`config.mk`:
```
export PLATFORM = sky130hd
export DESIGN_NAME = modem_status_reg
export DESIGN_NICKNAME = d
export VERILOG_FILES = /design/src/rtl/msr_pkg.sv /design/src/rtl/msr_sync.sv /design/src/rtl/msr_loop_mux.sv /design/src/rtl/msr_delta_cell.sv /design/src/rtl/modem_status_reg.sv
export SDC_FILE = /design/constraint.sdc
export NUM_CORES = 1
export LEC_CHECK = 0
export ABC_AREA = 1
export BUFFER_PORTS_ARGS = -buffer_cell sky130_fd_sc_hd__buf_4
export CAP_MARGIN = 10
export CORE_ASPECT_RATIO = 0.7
export CORE_UTILIZATION = 35
export DETAILED_ROUTE_END_ITERATION = 12
export RECOVER_POWER = 100
export SYNTH_ARGS = -nofsm -noshare
export SYNTH_HDL_FRONTEND = slang
export SYNTH_SLANG_ARGS = --single-unit
```
`constraint.sdc`:
```
create_clock -name clk -period 2.45 [get_ports clk]
set_clock_uncertainty 0.2 [all_clocks]
set_input_delay 0.6125 -clock clk [delete_from_list [all_inputs] [get_ports clk]]
set_output_delay 0.6125 -clock clk [all_outputs]
set_load 0.03 [all_outputs]
```
`src/rtl/msr_pkg.sv`:
```
package msr_pkg;
  localparam int unsigned NLINES   = 4;
  localparam int unsigned LINE_CTS = 0;
  localparam int unsigned LINE_DSR = 1;
  localparam int unsigned LINE_RI  = 2;
  localparam int unsigned LINE_DCD = 3;

  localparam int unsigned MCR_W    = 5;
  localparam int unsigned MCR_DTR  = 0;
  localparam int unsigned MCR_RTS  = 1;
  localparam int unsigned MCR_OUT1 = 2;
  localparam int unsigned MCR_OUT2 = 3;
  localparam int unsigned MCR_LOOP = 4;

  localparam logic [NLINES-1:0] RESET_LEVELS = 4'b1011;

  typedef enum logic {
    EDGE_ANY  = 1'b0,
    EDGE_FALL = 1'b1
  } edge_mode_e;

  function automatic logic [NLINES-1:0] loop_levels(input logic [MCR_W-1:0] mcr);
    logic [NLINES-1:0] l;
    l[LINE_DCD] = mcr[MCR_OUT2];
    l[LINE_RI]  = mcr[MCR_OUT1];
    l[LINE_DSR] = mcr[MCR_DTR];
    l[LINE_CTS] = mcr[MCR_RTS];
    return l;
  endfunction
endpackage

```
`src/rtl/msr_sync.sv`:
```
module msr_sync #(
  parameter int unsigned WIDTH  = 4,
  parameter int unsigned STAGES = 2,
  parameter logic [WIDTH-1:0] RST_VAL = '0
) (
  input  logic             clk,
  input  logic             rst_n,
  input  logic [WIDTH-1:0] d_i,
  output logic [WIDTH-1:0] q_o
);
  logic [WIDTH-1:0] stage_q [STAGES];

  for (genvar s = 0; s < STAGES; s++) begin : g_stage
    if (s == 0) begin : g_first
      always_ff @(posedge clk or negedge rst_n) begin
        if (!rst_n) stage_q[s] <= RST_VAL;
        else        stage_q[s] <= d_i;
      end
    end else begin : g_next
      always_ff @(posedge clk or negedge rst_n) begin
        if (!rst_n) stage_q[s] <= RST_VAL;
        else        stage_q[s] <= stage_q[s-1];
      end
    end
  end

  assign q_o = stage_q[STAGES-1];
endmodule

```
`src/rtl/msr_loop_mux.sv`:
```
module msr_loop_mux
  import msr_pkg::*;
(
  input  logic [NLINES-1:0] ext_i,
  input  logic [MCR_W-1:0]  mcr_i,
  output logic [NLINES-1:0] lvl_o
);
  always_comb begin
    if (mcr_i[MCR_LOOP]) lvl_o = loop_levels(mcr_i);
    else                 lvl_o = ext_i;
  end
endmodule

```
`src/rtl/msr_delta_cell.sv`:
```
module msr_delta_cell
  import msr_pkg::*;
#(
  parameter edge_mode_e MODE = EDGE_ANY
) (
  input  logic clk,
  input  logic rst_n,
  input  logic old_i,
  input  logic new_i,
  input  logic clr_i,
  output logic flag_o
);
  logic hit;
  logic flag_q;

  if (MODE == EDGE_FALL) begin : g_fall
    assign hit = old_i & ~new_i;
  end else begin : g_any
    assign hit = old_i ^ new_i;
  end

  always_ff @(posedge clk or negedge rst_n) begin
    if (!rst_n) flag_q <= 1'b0;
    else        flag_q <= (flag_q & ~clr_i) | hit;
  end

  assign flag_o = flag_q;
endmodule

```
`src/rtl/modem_status_reg.sv`:
```
module modem_status_reg
  import msr_pkg::*;
#(
  parameter int unsigned SYNC_STAGES = 2
) (
  input  logic       clk,
  input  logic       rst_n,
  input  logic [3:0] line_i,
  input  logic [4:0] mcr_i,
  input  logic       msi_en_i,
  input  logic       rd_i,
  output logic [7:0] msr_o,
  output logic       msi_irq_o
);
  logic [NLINES-1:0] ext_sync;
  logic [NLINES-1:0] lvl_next;
  logic [NLINES-1:0] lvl_q;
  logic [NLINES-1:0] flags;

  msr_sync #(
    .WIDTH  (NLINES),
    .STAGES (SYNC_STAGES),
    .RST_VAL(RESET_LEVELS)
  ) u_sync (
    .clk  (clk),
    .rst_n(rst_n),
    .d_i  (line_i),
    .q_o  (ext_sync)
  );

  msr_loop_mux u_mux (
    .ext_i(ext_sync),
    .mcr_i(mcr_i),
    .lvl_o(lvl_next)
  );

  always_ff @(posedge clk or negedge rst_n) begin
    if (!rst_n) lvl_q <= RESET_LEVELS;
    else        lvl_q <= lvl_next;
  end

  for (genvar i = 0; i < NLINES; i++) begin : g_line
    localparam edge_mode_e M = (i == LINE_RI) ? EDGE_FALL : EDGE_ANY;
    msr_delta_cell #(.MODE(M)) u_cell (
      .clk   (clk),
      .rst_n (rst_n),
      .old_i (lvl_q[i]),
      .new_i (lvl_next[i]),
      .clr_i (rd_i),
      .flag_o(flags[i])
    );
  end

  assign msr_o     = {lvl_q, flags};
  assign msi_irq_o = msi_en_i & (|flags);
endmodule

```
## Word-level counts from Yosys, hierarchy flattened

Cells that the tools add are included.

| cells by class | value |
|---|---|
| add/sub/neg operators | 0 |
| multiply operators | 0 |
| divide/modulo/power cells | 0 |
| bitwise logic cells | 15 |
| reductions and logical operators | 1 |
| equality and inequality tests | 0 |
| muxes and demuxes | 1 |
| shift operators | 0 |
| order comparisons | 0 |

Operators with widths:

| operator | number |
|---|---|
| $and 1x1->1 | 6 |
| $mux 4 | 1 |
| $or 1x1->1 | 4 |
| $reduce_or 4->1 | 1 |
| $xor 1x1->1 | 3 |
| $not 1->1 | 2 |

| word-level totals | value |
|---|---|
| register bits | 16 |
| output and inout bits | 9 |
| memory bits (writable) | 0 |
| memories kept | 0 |
| ROM bits | 0 |
| bits in latches | 0 |
| input bits | 13 |

## Logic depth before layout (Yosys ltp)

| depth | value |
|---|---|
| word-level depth | 4 |
| gate-level depth with buffers | 5 |
| depth with buffers taken out | 4 |

## Cells and area by module

Synthesis repeated with hierarchy kept, for this count alone.

| second synthesis, totals | value |
|---|---|
| cell total of the unflattened synthesis | 63 |
| area, all modules | 608.1 um^2 |

By module, submodules not included:

| module | seq. area each (um^2) | area each (um^2) | instances | cells an instance |
|---|---|---|---|---|
| msr_sync | 207.7 | 237.7 | 1 | 12 |
| msr_delta_cell at g_line[0].u_cell ... | 25.0 | 52.6 | 3 | 8 |
| modem_status_reg | 103.8 | 120.1 | 1 | 8 |
| msr_loop_mux | 0.0 | 48.8 | 1 | 13 |
| msr_delta_cell at g_line[2].u_cell | 25.0 | 43.8 | 1 | 6 |

## Worst setup path before layout

No wires, ideal clock.

| timing path | value |
|---|---|
| path type | in2out |
| from | in msi_en_i |
| to | out msi_irq_o |
| data arrival time | 1331 ps |
| path slack | 306 ps |
| stages on the path | 1 |
| cells stage by stage | a21boi_0 |

| on the way | value |
|---|---|
| word-level cells in the longest chain between the ends | 1 |

Ends and longest elaborated chain:

| item | line | source |
|---|---|---|
| start, declared | modem_status_reg.sv:10 | `input logic msi_en_i,` |
| $and 1x1->1 | modem_status_reg.sv:55 | `assign msi_irq_o = msi_en_i & (\|flags);` |
| end, declared | modem_status_reg.sv:13 | `output logic msi_irq_o` |

No other way between the ends.

## Worst setup path after layout

| timing path | value |
|---|---|
| from | reg g_line[1].u_cell.flag_q |
| to | out msi_irq_o |

| on the way | value |
|---|---|
| word-level cells in the longest chain between the ends | 2 |

Ends and longest elaborated chain:

| item | line | source |
|---|---|---|
| start, declared | msr_delta_cell.sv:14 | `logic flag_q;` |
| start signal, assigned | msr_delta_cell.sv:24 | `else flag_q <= (flag_q & ~clr_i) \| hit;` |
| $reduce_or 4->1 | modem_status_reg.sv:55 |  |
| $and 1x1->1 | modem_status_reg.sv:55 |  |

No other way between the ends.

==> results by group <==
Detailed routing
  • Drt drc: 0
  • Routed len/inst: 9.306 um
  • Number of vias in the routed layout: 465
  • Vias/cell: 4.189
  • DRT iter0 DRCs: 4
  • Total Wirelength: 1033 um
  • TritonRoute pass-1 iters: 2
  • Post-DRT Antenna Nets: 0

Worst setup path
  • Worst-path fanout max: 3
  • Reg-to-Reg Start: u_sync.q_o[0]$_DFF_PN1_
  • Setup crit start kind: flip-flop
  • Critical Path End Type: primary output
  • R2R setup slack: 1.40 ns
  • Data arrival, critical path: 1.21 ns
  • End of the worst register-to-register path: g_line[0].u_cell.flag_o$_DFF_PN0_
  • R2r worst-path depth: 3
  • Crit Path Category: reg -> out
  • CP required: 1.64 ns

Global routing
  • Vias in the first global route: 428
  • Total track usage: 10.84%
  • First-pass GRT wire length: 1718 um
  • Initial antenna violation count: 0
  • Largest net degree at the start of global routing: 17
  • Grt ovf: 0

Logic synthesis
  • Synth Register Bits: 16
  • Synth Net Count: 85
  • Yosys top cell area share: 32.81%
  • Syn Area/Cell: 10.01 um^2
  • YS warnings: 0
  • Post-synthesis sequential area ratio: 57.12%
  • Synth top area cells: dfstp_2 (33%), dfrtp_1 (24%), nand2_1 (9.9%), nand3_2 (8.3%), buf_4 (8.3%)
  • Main flop type after synthesis: dfstp_2
  • Count leader, synth: nand2_1
  • Fraction of registers with async set/reset: 100.0%
  • Synth top cells by count: nand2_1 (19), inv_1 (10), dfstp_2 (9), buf_4 (8), dfrtp_1 (7)
  • Post-synth top area cell: dfstp_2
  • Number of enable flip-flop cells after synthesis: 0
  • Synthesized instance count: 72
  • Mapped cell area: 720.7 um^2
  • Yosys cell types: 12

Clock network
  • Worst-path clk slew: 0.09 ns
  • H-tree levels: 1
  • Maximum clock path buffer count: 2
  • CTS buffer count: 3
  • Clock root cell: clkbuf_4
  • Clock sinks: 16
  • Clk_lat worst skew: 0.28 ns
  • CTS tree: yes

Final layout
  • Final #Nets: 103
  • # fillers: 204
  • Cell area after layout: 824.5 um^2
  • Ant. Diodes: 0
  • Syn-to-layout area delta: 14.41%
  • Cell Count, Final, Fillers Out: 111
  • Layout cells sized above 1: 31.46%

Floorplanning
  • DIE AREA: 2247 um^2
  • Starting Density: 37.87%
  • Site Rows: 13
  • I/O Pins: 22
  • Vert. Die Dim: 39.97 um
  • Chip width: 56.24 um
  • Core ar.: 1903 um^2

STA
  • RSZ-0062 raised after global routing: no
  • Final setup vio count: 0
  • Tcrit/Tclk final: 82.71%
  • Period minus WS final: 2.026 ns
  • Setup tns final: 0 ns
  • Worst-margin pin slew: 0.8425 ns
  • Fmax: 493.5 MHz
  • Hold Worst Slack: 0.1600 ns
  • Relative slew slack: 43.83%
  • Final Hold Fails: 0
  • Max-slew violation count: 0

Place
  • Placed cell count: 106
  • Placed inst area: 834.6 um^2
  • Gpl congestion: 0.6938
  • Port Buffer Count: 21

Worst hold path
  • Min-delay src: u_sync.stage_q[6]$_DFF_PN0_
  • Worst Hold End: u_sync.q_o[2]$_DFF_PN0_
  • Worst Hold Depth: 0
  • Worst hold path class: reg -> reg

Pwr
  • Psw: 155.7 uW
  • Comb pwr share: 17.1%
  • VDD IR max: 0.0004279 V
  • Power per cell area: 688.8 nW/um^2
  • Flop pwr share: 53.1%
  • Switching share of power: 27.41%
  • Pleak: 0.0004155 uW
  • Internal: 412.3 uW
  • Clock power share: 29.7%

Outcome
  • Status: finished clean

Flow run
  • Max-cap violations: 0
metal layers:
metal / global-route usage, % / vias to the layer above / wire length, um
met2: 17.86 / 17 / 472
met5: 0 / - / 0
met4: 3.659 / 0 / 0
li1: - / 242 / -
met3: 5.806 / 0 / 82
met1: 12.53 / 206 / 479
metrics by stage:
stage	worst slack (ns)	total power, uW	util [%]
CTS	0.5326	597.2	46.29
global placement	0.6179	420.3	43.85
floorplan	0.3060	393.5	-
finish	0.4235	568.0	43.33
detailed placement	0.5642	422.8	43.85
global route	0.3133	604.1	43.33
kinds of logic (layout without fill, tap and decap cells):
logic type / after synthesis / after routing / synth area share, %
simple gates: 35 / 35 / 25.52
buf+inv: 20 / 37 / 16.32
flops: 16 / 16 / 57.12
compound gates: 1 / 1 / 1.042
flip-flops by register name (all words and copies together), names as in the netlist:
register              cells
g_line.u_cell.flag_o      4
lvl_q                     4
u_sync.q_o                4
u_sync.stage_q            4
area by class of cell:
cell class	instances	area (um^2)	share of cell area, %
clock buffer	4	36.28	4.401
inverter	11	46.29	5.615
multi-input combinational	36	176.4	21.40
sequential	16	411.6	49.92
tap	22	27.53	3.338
timing repair buffer	22	126.4	15.33
worst max path at each step:
stage / startpoint / to / slack [ns] / cells after the start
2_1_floorplan: msi_en_i / msi_irq_o / 0.31 / 1
3_3_place_gp: msi_en_i / msi_irq_o / 0.62 / 3
3_5_place_dp: msi_en_i / msi_irq_o / 0.56 / 3
4_1_cts: g_line[1].u_cell.flag_o$_DFF_PN0_ / msi_irq_o / 0.53 / 3
5_1_grt: g_line[2].u_cell.flag_o$_DFF_PN0_ / msi_irq_o / 0.31 / 3
6_report: g_line[1].u_cell.flag_o$_DFF_PN0_ / msi_irq_o / 0.42 / 3
placed cells by master, fill, tap and decap left out, drive strengths merged:
cell type and count:
nand3 10, inv 11, dfrtp 7, dlygate4sd3 1, dfstp 9, clkbuf 19
a21boi 1, buf 6, nand2 23, nor2 2
critical path, stage by stage (launching register included):
cell	delay [ns]
dfrtp_1	0.37
nor2_1	0.05
a21boi_0	0.18
clkbuf_1	0.34
repair_timing:
| item | in CTS | in global routing |
|---|---|---|
| buffers inserted | 0 | 0 |
| hold buffers | 1 | 0 |
| resized for setup | 0 | 0 |
| hold endpoints to repair | 7 | 0 |
power by group through the flow:
stage | registers, uW | logic, uW | clock network, uW
after floorplan | 306 | 87.0 | 0
after global placement | 308 | 112 | 0
after detailed placement | 309 | 114 | 0
after CTS | 304 | 115 | 178
after global routing | 305 | 107 | 192
final | 302 | 97.4 | 169
Power figures use the tool's default switching activity.
